**config.mk**
```make
export PLATFORM = sky130hd
export DESIGN_NAME = cpwm_deadband
export DESIGN_NICKNAME = d
export VERILOG_FILES = /design/src/rtl/cpwm_deadband_pkg.sv /design/src/rtl/cpwm_dt_decode.sv /design/src/rtl/cpwm_tick_gen.sv /design/src/rtl/cpwm_pair_ctrl.sv /design/src/rtl/cpwm_deadband.sv
export SDC_FILE = /design/constraint.sdc
export NUM_CORES = 1
export LEC_CHECK = 0
export BUFFER_PORTS_ARGS = -buffer_cell sky130_fd_sc_hd__buf_2
export CORE_MARGIN = 5
export CORE_UTILIZATION = 60
export DETAILED_ROUTE_END_ITERATION = 8
export PLACE_DENSITY = 0.83
export SYNTH_ARGS = -nofsm -noshare
export SYNTH_HDL_FRONTEND = slang
export SYNTH_HIERARCHICAL = 1
export SYNTH_SLANG_ARGS = --single-unit
```
**constraint.sdc**
```tcl
create_clock -name clk -period 2.7 [get_ports clk]
set_input_delay 0.54 -clock clk [delete_from_list [all_inputs] [get_ports clk]]
set_output_delay 0.54 -clock clk [all_outputs]
set_load 0.1 [all_outputs]
```
**src/rtl/cpwm_deadband_pkg.sv**
```systemverilog
package cpwm_deadband_pkg;

    localparam int CODE_W = 8;
    localparam int DT_W   = 10;

    typedef logic [CODE_W-1:0] dt_code_t;
    typedef logic [DT_W-1:0]   dt_ticks_t;

    typedef struct packed {
        logic main;
        logic comp;
    } drv_pair_t;

    typedef struct packed {
        logic      armed;
        logic      ref_q;
        dt_ticks_t cnt;
        drv_pair_t drv;
    } pair_state_t;

    // Prefix-selected segments: steps of 1, 2, 8 and 16 ticks.
    function automatic dt_ticks_t dt_decode(input dt_code_t c);
        dt_ticks_t base;
        if (!c[7]) begin
            dt_decode = {3'b000, c[6:0]};
        end else if (!c[6]) begin
            base = {4'b0000, c[5:0]} + dt_ticks_t'(64);
            dt_decode = base << 1;
        end else if (!c[5]) begin
            base = {5'b00000, c[4:0]} + dt_ticks_t'(32);
            dt_decode = base << 3;
        end else begin
            base = {5'b00000, c[4:0]} + dt_ticks_t'(32);
            dt_decode = base << 4;
        end
    endfunction

    function automatic drv_pair_t level_drive(input logic lvl);
        drv_pair_t d;
        d.main = lvl;
        d.comp = ~lvl;
        return d;
    endfunction

endpackage

```
**src/rtl/cpwm_dt_decode.sv**
```systemverilog
module cpwm_dt_decode
    import cpwm_deadband_pkg::*;
(
    input  dt_code_t  code,
    output dt_ticks_t ticks
);
    assign ticks = dt_decode(code);
endmodule

```
**src/rtl/cpwm_tick_gen.sv**
```systemverilog
module cpwm_tick_gen #(
    parameter int TICK_DIV2 = 0
) (
    input  logic clk,
    input  logic rst,
    output logic tick
);
    localparam logic DIV_ON = (TICK_DIV2 != 0);

    logic phase_q;

    always_ff @(posedge clk) begin
        if (rst) begin
            phase_q <= 1'b0;
        end else begin
            phase_q <= DIV_ON ? ~phase_q : 1'b0;
        end
    end

    assign tick = phase_q | ~DIV_ON;
endmodule

```
**src/rtl/cpwm_pair_ctrl.sv**
```systemverilog
module cpwm_pair_ctrl
    import cpwm_deadband_pkg::*;
(
    input  logic      clk,
    input  logic      rst,
    input  logic      tick,
    input  logic      out_en,
    input  logic      ref_in,
    input  dt_ticks_t dt_load,
    output drv_pair_t drv
);
    pair_state_t st_q, st_d;

    always_comb begin
        st_d = st_q;
        if (!out_en) begin
            st_d.armed = 1'b0;
            st_d.ref_q = ref_in;
            st_d.cnt   = '0;
            st_d.drv   = '0;
        end else if (!st_q.armed || (ref_in != st_q.ref_q)) begin
            // Edge (or restart after disable): capture dead time now.
            st_d.armed = 1'b1;
            st_d.ref_q = ref_in;
            st_d.cnt   = dt_load;
            if (dt_load == '0) begin
                st_d.drv = level_drive(ref_in);
            end else begin
                st_d.drv = '0;
            end
        end else if (st_q.cnt != '0) begin
            if (tick) begin
                st_d.cnt = st_q.cnt - dt_ticks_t'(1);
                if (st_q.cnt == dt_ticks_t'(1)) begin
                    st_d.drv = level_drive(st_q.ref_q);
                end
            end
        end else begin
            st_d.drv = level_drive(st_q.ref_q);
        end
    end

    always_ff @(posedge clk) begin
        if (rst) begin
            st_q <= '0;
        end else begin
            st_q <= st_d;
        end
    end

    assign drv = st_q.drv;
endmodule

```
**src/rtl/cpwm_deadband.sv**
```systemverilog
module cpwm_deadband
    import cpwm_deadband_pkg::*;
#(
    parameter int NUM_PAIRS = 2,
    parameter int TICK_DIV2 = 0
) (
    input  logic                 clk,
    input  logic                 rst,
    input  logic [NUM_PAIRS-1:0] ref_in,
    input  logic [7:0]           dt_code,
    input  logic                 out_en,
    output logic [NUM_PAIRS-1:0] main_out,
    output logic [NUM_PAIRS-1:0] comp_out
);
    dt_ticks_t dt_ticks;
    logic      tick;

    cpwm_dt_decode u_decode (
        .code  (dt_code),
        .ticks (dt_ticks)
    );

    cpwm_tick_gen #(.TICK_DIV2(TICK_DIV2)) u_tick (
        .clk  (clk),
        .rst  (rst),
        .tick (tick)
    );

    for (genvar g = 0; g < NUM_PAIRS; g++) begin : g_pair
        drv_pair_t drv;

        cpwm_pair_ctrl u_ctrl (
            .clk     (clk),
            .rst     (rst),
            .tick    (tick),
            .out_en  (out_en),
            .ref_in  (ref_in[g]),
            .dt_load (dt_ticks),
            .drv     (drv)
        );

        assign main_out[g] = drv.main;
        assign comp_out[g] = drv.comp;
    end
endmodule

```
==> flow_summary.json, run 1 <==
{
  "status": "finished, final reports clean",
  "io_buffers": 16,
  "relSlewSlack": 0.651,
  "die_w_um": 68.9,
  "crit_fanout": 11,
  "synth-seq-area-share": 0.269,
  "leakagePower_uw": 0.000839,
  "hold_buffers": 0,
  "routed_wl_um": 4780,
  "cts_made_buffers": 3,
  "synth_top_area_share": 0.269,
  "postCtsSetupRepairBufs": 0,
  "synth_compound_gate_area_share": 0.291,
  "antenna_found_initial": 0,
  "synth_area_leaders": "dfxtp_1 27%, a21oi_1 4.8%, o22ai_1 3.3%, and3_1 2.7%, buf_4 2.5%",
  "synth-main-ff-cell": "dfxtp_1",
  "grt_pass1_wl_um": 8030,
  "worstReg2RegEnd": "g_pair[1].u_ctrl/st_q[6]$_SDFFE_PP0P_",
  "grt_overflow": 0,
  "p_per_area_mw_per_mm2": 462,
  "synthSimpleGateAreaFrac": 0.283,
  "final-instance-count-excl-fill": 301,
  "start_util": 0.624,
  "synth_edf_count": 0,
  "clockRootBuffer": "clkbuf_4",
  "rows": 21,
  "rsz0062_at_grt": "false",
  "grt_start_max_net_pins": 17,
  "reg2reg_setup_slack_ps": 800,
  "switching_share": 0.310,
  "die_y_um": 68.9,
  "required_ps": 2960,
  "clk_path_buf_depth": 2,
  "wl_per_cell_um": 15.9,
  "end_kind": "flip-flop",
  "synth_largest_area_cell": "dfxtp_1",
  "path_clk_slew_ps": 150,
  "max_freq_mhz": 463,
  "skew_ps": 1.76,
  "power_frac_clock": 0.275,
  "grt_pass1_vias": 1743,
  "synth-xor-area-share": 0.0408,
  "gp_congestion": 0.851,
  "slew_violations": 0,
  "r2r_cells": 6,
  "areaGrowthSynthToFinish_pct": 4.87,
  "post_cts_resized": 0,
  "clk-insertion-delay-late_ps": 330,
  "yosysMostFrequentCell": "dfxtp_1",
  "die-area_mm2": 0.00475,
  "switchingPower_uw": 314,
  "io-pin-count": 17,
  "comb_power_share": 0.272,
  "seqPwrFrac": 0.454,
  "period_share": 0.800,
  "async_reset_ff_frac": 0,
  "firstDrtPassIters": 5,
  "r2r-start": "g_pair[1].u_ctrl/st_q[2]$_SDFFE_PP0P_",
  "setup_viol": 0,
  "whs_path_depth": 2,
  "ys_seq_elements": 28,
  "drive_gt1_frac": 0.176,
  "finalNetCount": 273,
  "netlist_top_cells_count": "28 x dfxtp_1, 20 x a21oi_1, 14 x inv_1",
  "yosys_warnings": 6,
  "max-vdd-ir-drop_mv": 0.216,
  "diodes": 0,
  "dpl_worst_slack_ps": 205,
  "worstHoldPathType": "input port to flip-flop",
  "min_period_ps": 2160,
  "vias_per_cell": 6.33,
  "max_cap_violations": 0,
  "fin_ws_ps": 539,
  "synthesis.area_mm2": 0.00208,
  "synth_mux_area_frac": 0.0192,
  "yosys.area_share.adder": 0.0240,
  "min_to": "g_pair[1].u_ctrl/st_q[12]$_SDFFE_PP0P_",
  "drtIter0Drc": 215,
  "synthCells": 249,
  "syn_avg_cell_area_um2": 8.37,
  "cts_tree": "yes",
  "cts-htree-levels": 1,
  "placed_cells": 297,
  "cts.sinks": 28,
  "routed-via-count": 1906,
  "synth_cell_types": 57,
  "crit_path_start_kind": "input port",
  "hold_violations": 0,
  "dp_hpwl_um": 3530,
  "synth_top_family_by_area": "compound AO/OA/AOI/OAI gates",
  "tns_ps": 0,
  "drc": 0,
  "crit_arrival_ps": 2420,
  "intPower_uw": 696,
  "track_usage": 0.220,
  "syn_nets": 266,
  "crit_type": "input port to flip-flop",
  "tightest_slew_ps": 519,
  "worstHoldStart": "rst",
  "detail-route-antenna-nets": 0,
  "fp.coreArea_mm2": 0.00334
}
-- sequential cells by signal, indices dropped and copies added, names as in the netlist --
| register | count |
|---|---|
| g_pair.u_ctrl/st_q | 24 |
| g_pair.u_ctrl/drv | 4 |
-- metrics by stage --
step	util	hold slack (ps)	total power, µW	cell area (µm²)
after floorplan	-	444	681	2080
after global placement	0.639	466	730	2130
after detailed placement	0.639	489	735	2130
after CTS	0.655	366	1010	2180
after global routing	0.655	368	1070	2180
final	0.655	376	1010	2180
-- routing by layer --
metal | vias to the layer above | share of wire | global-route usage
li1 | 954 | - | -
met4 | 0 | 0.016 | 0.0852
met1 | 890 | 0.50 | 0.314
met3 | 6 | 0.046 | 0.0211
met2 | 56 | 0.44 | 0.340
met5 | - | 0 | 0
-- cells in the final DEF (no fill, tap or decap), types with 5 or more instances in the layout --
master	n
inv_1	14
nor2_1	10
buf_2	16
dfxtp_1	28
xnor2_1	6
and3_1	9
o21ai_0	7
o22ai_1	11
nand2_1	5
a21oi_1	20
a21boi_0	6
o21ai_1	8
a211oi_1	6
nand3_1	6
-- power by group through the flow --
stage	combinational, µW	clock (µW)	sequential (µW)
floorplan	223	0	459
global placement	264	0	466
detailed placement	268	0	466
CTS	270	284	457
global route	305	303	461
finish	275	277	458
-- worst max-delay path by stage --
stage	from	end	slack, ps	cells after the start
2_1_floorplan	dt_code[6]	g_pair[0].u_ctrl/drv[0]$_SDFFE_PP0P_	560	7
3_3_place_gp	dt_code[5]	g_pair[0].u_ctrl/drv[0]$_SDFFE_PP0P_	320	8
3_5_place_dp	dt_code[5]	g_pair[1].u_ctrl/drv[1]$_SDFFE_PP0P_	200	8
4_1_cts	dt_code[5]	g_pair[1].u_ctrl/drv[1]$_SDFFE_PP0P_	560	8
5_1_grt	dt_code[5]	g_pair[1].u_ctrl/drv[1]$_SDFFE_PP0P_	440	8
6_report	dt_code[5]	g_pair[1].u_ctrl/drv[1]$_SDFFE_PP0P_	540	8
-- cell families (layout without fill, tap and decap cells) --
family | after synthesis | after routing
AND/OR/NAND/NOR | 85 | 85
other | 1 | 1
adder cells (fa/ha/maj) | 4 | 4
buffers and inverters | 30 | 36
AO/OA/AOI/OAI | 89 | 89
XOR/XNOR | 8 | 8
flip-flops | 28 | 28
multiplexers | 4 | 4
-- layout make-up --
type	instances	area (µm²)
Timing Repair Buffer	16	80.1
Inverter	16	60.1
Tap cell	46	57.6
Clock buffer	3	22.5
Clock inverter	1	30.0
Multi-Input combinational cell	191	1370
Fill cell	297	1150
Sequential cell	28	561
-- critical path, cell delays in order --
cell	delay, ps
buf_2	200
mux2i_1	220
a21o_1	130
o21ai_1	100
or4_1	550
nor4_2	320
o221ai_1	180
a21oi_1	190
Power figures use the tool's default switching activity.
==> run 2, diff against run 1 <==
- clock period: 2.7 -> 2.05 ns (I/O delays scaled with it)
==> run 2 against run 1 <==
Global-route usage grew 0.76 points. Non-clock buffer count is 24 higher. Critical path depth down 2. First-iteration DRC count down 30%. Sequential share of layout area decreased by 1.8 points. Setup slack got worse by 420 ps. Cell area up 7.5%. Clock power is essentially flat. Combinational power increased by 48%. Register-to-register slack got worse by 680 ps. Total power rose by 27%. Highest routed layer unchanged.
==> flow_summary.json, run 2 (synthesized netlist as in run 1, its figures left out) <==
{
  "status": "finished, final reports clean",
  "drtIter0Drc": 150,
  "rsz0062_at_grt": "false",
  "routed-via-count": 2010,
  "met2_usage": 0.364,
  "largest_reg_flops": 24,
  "diodes": 0,
  "end_kind": "flip-flop",
  "crit_arrival_ps": 2180,
  "min_period_ps": 1930,
  "firstDrtPassIters": 5,
  "start_util": 0.624,
  "setup_viol": 0,
  "fin_total_pwr_uw": 1280,
  "grt_pass1_vias": 1786,
  "regMostFlops": "g_pair.u_ctrl/st_q",
  "required_ps": 2300,
  "relSlewSlack": 0.624,
  "rows": 21,
  "max_freq_mhz": 519,
  "drc": 0,
  "tightest_slew_ps": 559,
  "dp_hpwl_um": 3710,
  "post_dp_cell_area_mm2": 0.00231,
  "fp.coreArea_mm2": 0.00334,
  "hold_buffers": 0,
  "crit_fanout": 6,
  "grt_pass1_wl_um": 8160,
  "cts.sinks": 28,
  "crit_path_start_kind": "flip-flop",
  "cts-htree-levels": 1,
  "period_share": 0.940,
  "slew_violations": 0,
  "cpLargestDelayFamily": "compound AO/OA/AOI/OAI gates",
  "cpMaxStageDelayCell": "or3b_4",
  "track_usage": 0.228,
  "grt_util_met3": 0.0227,
  "hold_violations": 0,
  "postCtsSetupRepairBufs": 0,
  "final_cell_mix": "28 x dfxtp_1, 24 x buf_4, 20 x a21oi_1",
  "p_per_area_mw_per_mm2": 547,
  "die_w_um": 68.9,
  "cts_tree": "yes",
  "die-area_mm2": 0.00475,
  "post_cts_resized": 0,
  "r2r_cells": 6,
  "layout.cells.most_common": "dfxtp_1",
  "finalNetCount": 297,
  "areaGrowthSynthToFinish_pct": 12.7,
  "io_buffers": 16,
  "skew_ps": 5.49,
  "leakagePower_uw": 0.000949,
  "wl_per_cell_um": 15.0,
  "gp_congestion": 0.855,
  "clk-insertion-delay-late_ps": 330,
  "vias_per_cell": 6.18,
  "detail-route-antenna-nets": 0,
  "placed_cells": 321,
  "clockRootBuffer": "clkbuf_4",
  "clk_path_buf_depth": 2,
  "stdcell_area_mm2": 0.00235,
  "timing.hold.ws_ps": 248,
  "cts_made_buffers": 3,
  "grt_start_max_net_pins": 16,
  "final-instance-count-excl-fill": 325,
  "routed_wl_um": 4880,
  "io-pin-count": 17,
  "crit_buf_inv": 1,
  "busiest_layer": "met2",
  "grt_overflow": 0,
  "antenna_found_initial": 0,
  "max-vdd-ir-drop_mv": 0.244,
  "drive_gt1_frac": 0.247,
  "path_cells": "inv_1 > ha_1 > or3b_4 > a211o_1 > xnor2_1 > a211oi_1",
  "path_clk_slew_ps": 160,
  "worstHoldPathType": "input port to flip-flop",
  "die_y_um": 68.9,
  "slowest_delay_ps": 430,
  "whs_path_depth": 2,
  "met1_usage": 0.317,
  "max_cap_violations": 0,
  "crit_type": "flip-flop to flip-flop",
  "cp.depth": 6
}
## run 2: through the flow
stage                      util  setup slack (ps)  TNS (ps)
after global placement    0.693              -107      -376
after detailed placement  0.693              -144      -549
after floorplan               -              35.9         0
final                     0.704               122         0
after CTS                 0.704               141         0
after global routing      0.704              10.9         0
## run 2: path summary, 6_finish.rpt
kind                            slack [ps]                             startpoint                                     end
worst min register to register         480   g_pair[0].u_ctrl/drv[1]$_SDFFE_PP0P_    g_pair[0].u_ctrl/drv[1]$_SDFFE_PP0P_
worst min-delay path                   250                                    rst  g_pair[1].u_ctrl/st_q[12]$_SDFFE_PP0P_
worst max register to register         120  g_pair[1].u_ctrl/st_q[2]$_SDFFE_PP0P_   g_pair[1].u_ctrl/st_q[6]$_SDFFE_PP0P_
worst max-delay path                   120  g_pair[1].u_ctrl/st_q[2]$_SDFFE_PP0P_   g_pair[1].u_ctrl/st_q[6]$_SDFFE_PP0P_
## run 2: metal layers
metal,part of all wire,vias up
met5,0,-
met4,0.0082,0
met3,0.061,2
met1,0.48,938
met2,0.45,70
li1,-,1000
## run 2: power by group
part           internal, µW  switching (µW)
sequential              569            34.5
clock                   109             167
combinational           187             219
## run 2: final cells by class
| cell class | count | area (µm²) |
|---|---|---|
| clock buffer | 4 | 36.3 |
| fill | 282 | 988 |
| inverter | 16 | 60.1 |
| multi-input combinational | 191 | 1370 |
| sequential | 28 | 561 |
| tap | 46 | 57.6 |
| timing repair buffer | 40 | 260 |
## run 2: worst register-to-register path, delay by kind of cell (launching register included)
kind            cells  cell delay (ps)
compound gates      2              570
flops               1              400
xor+xnor            1              130
buf+inv             1               80
fa+ha+maj           1              250
simple gates        1              430
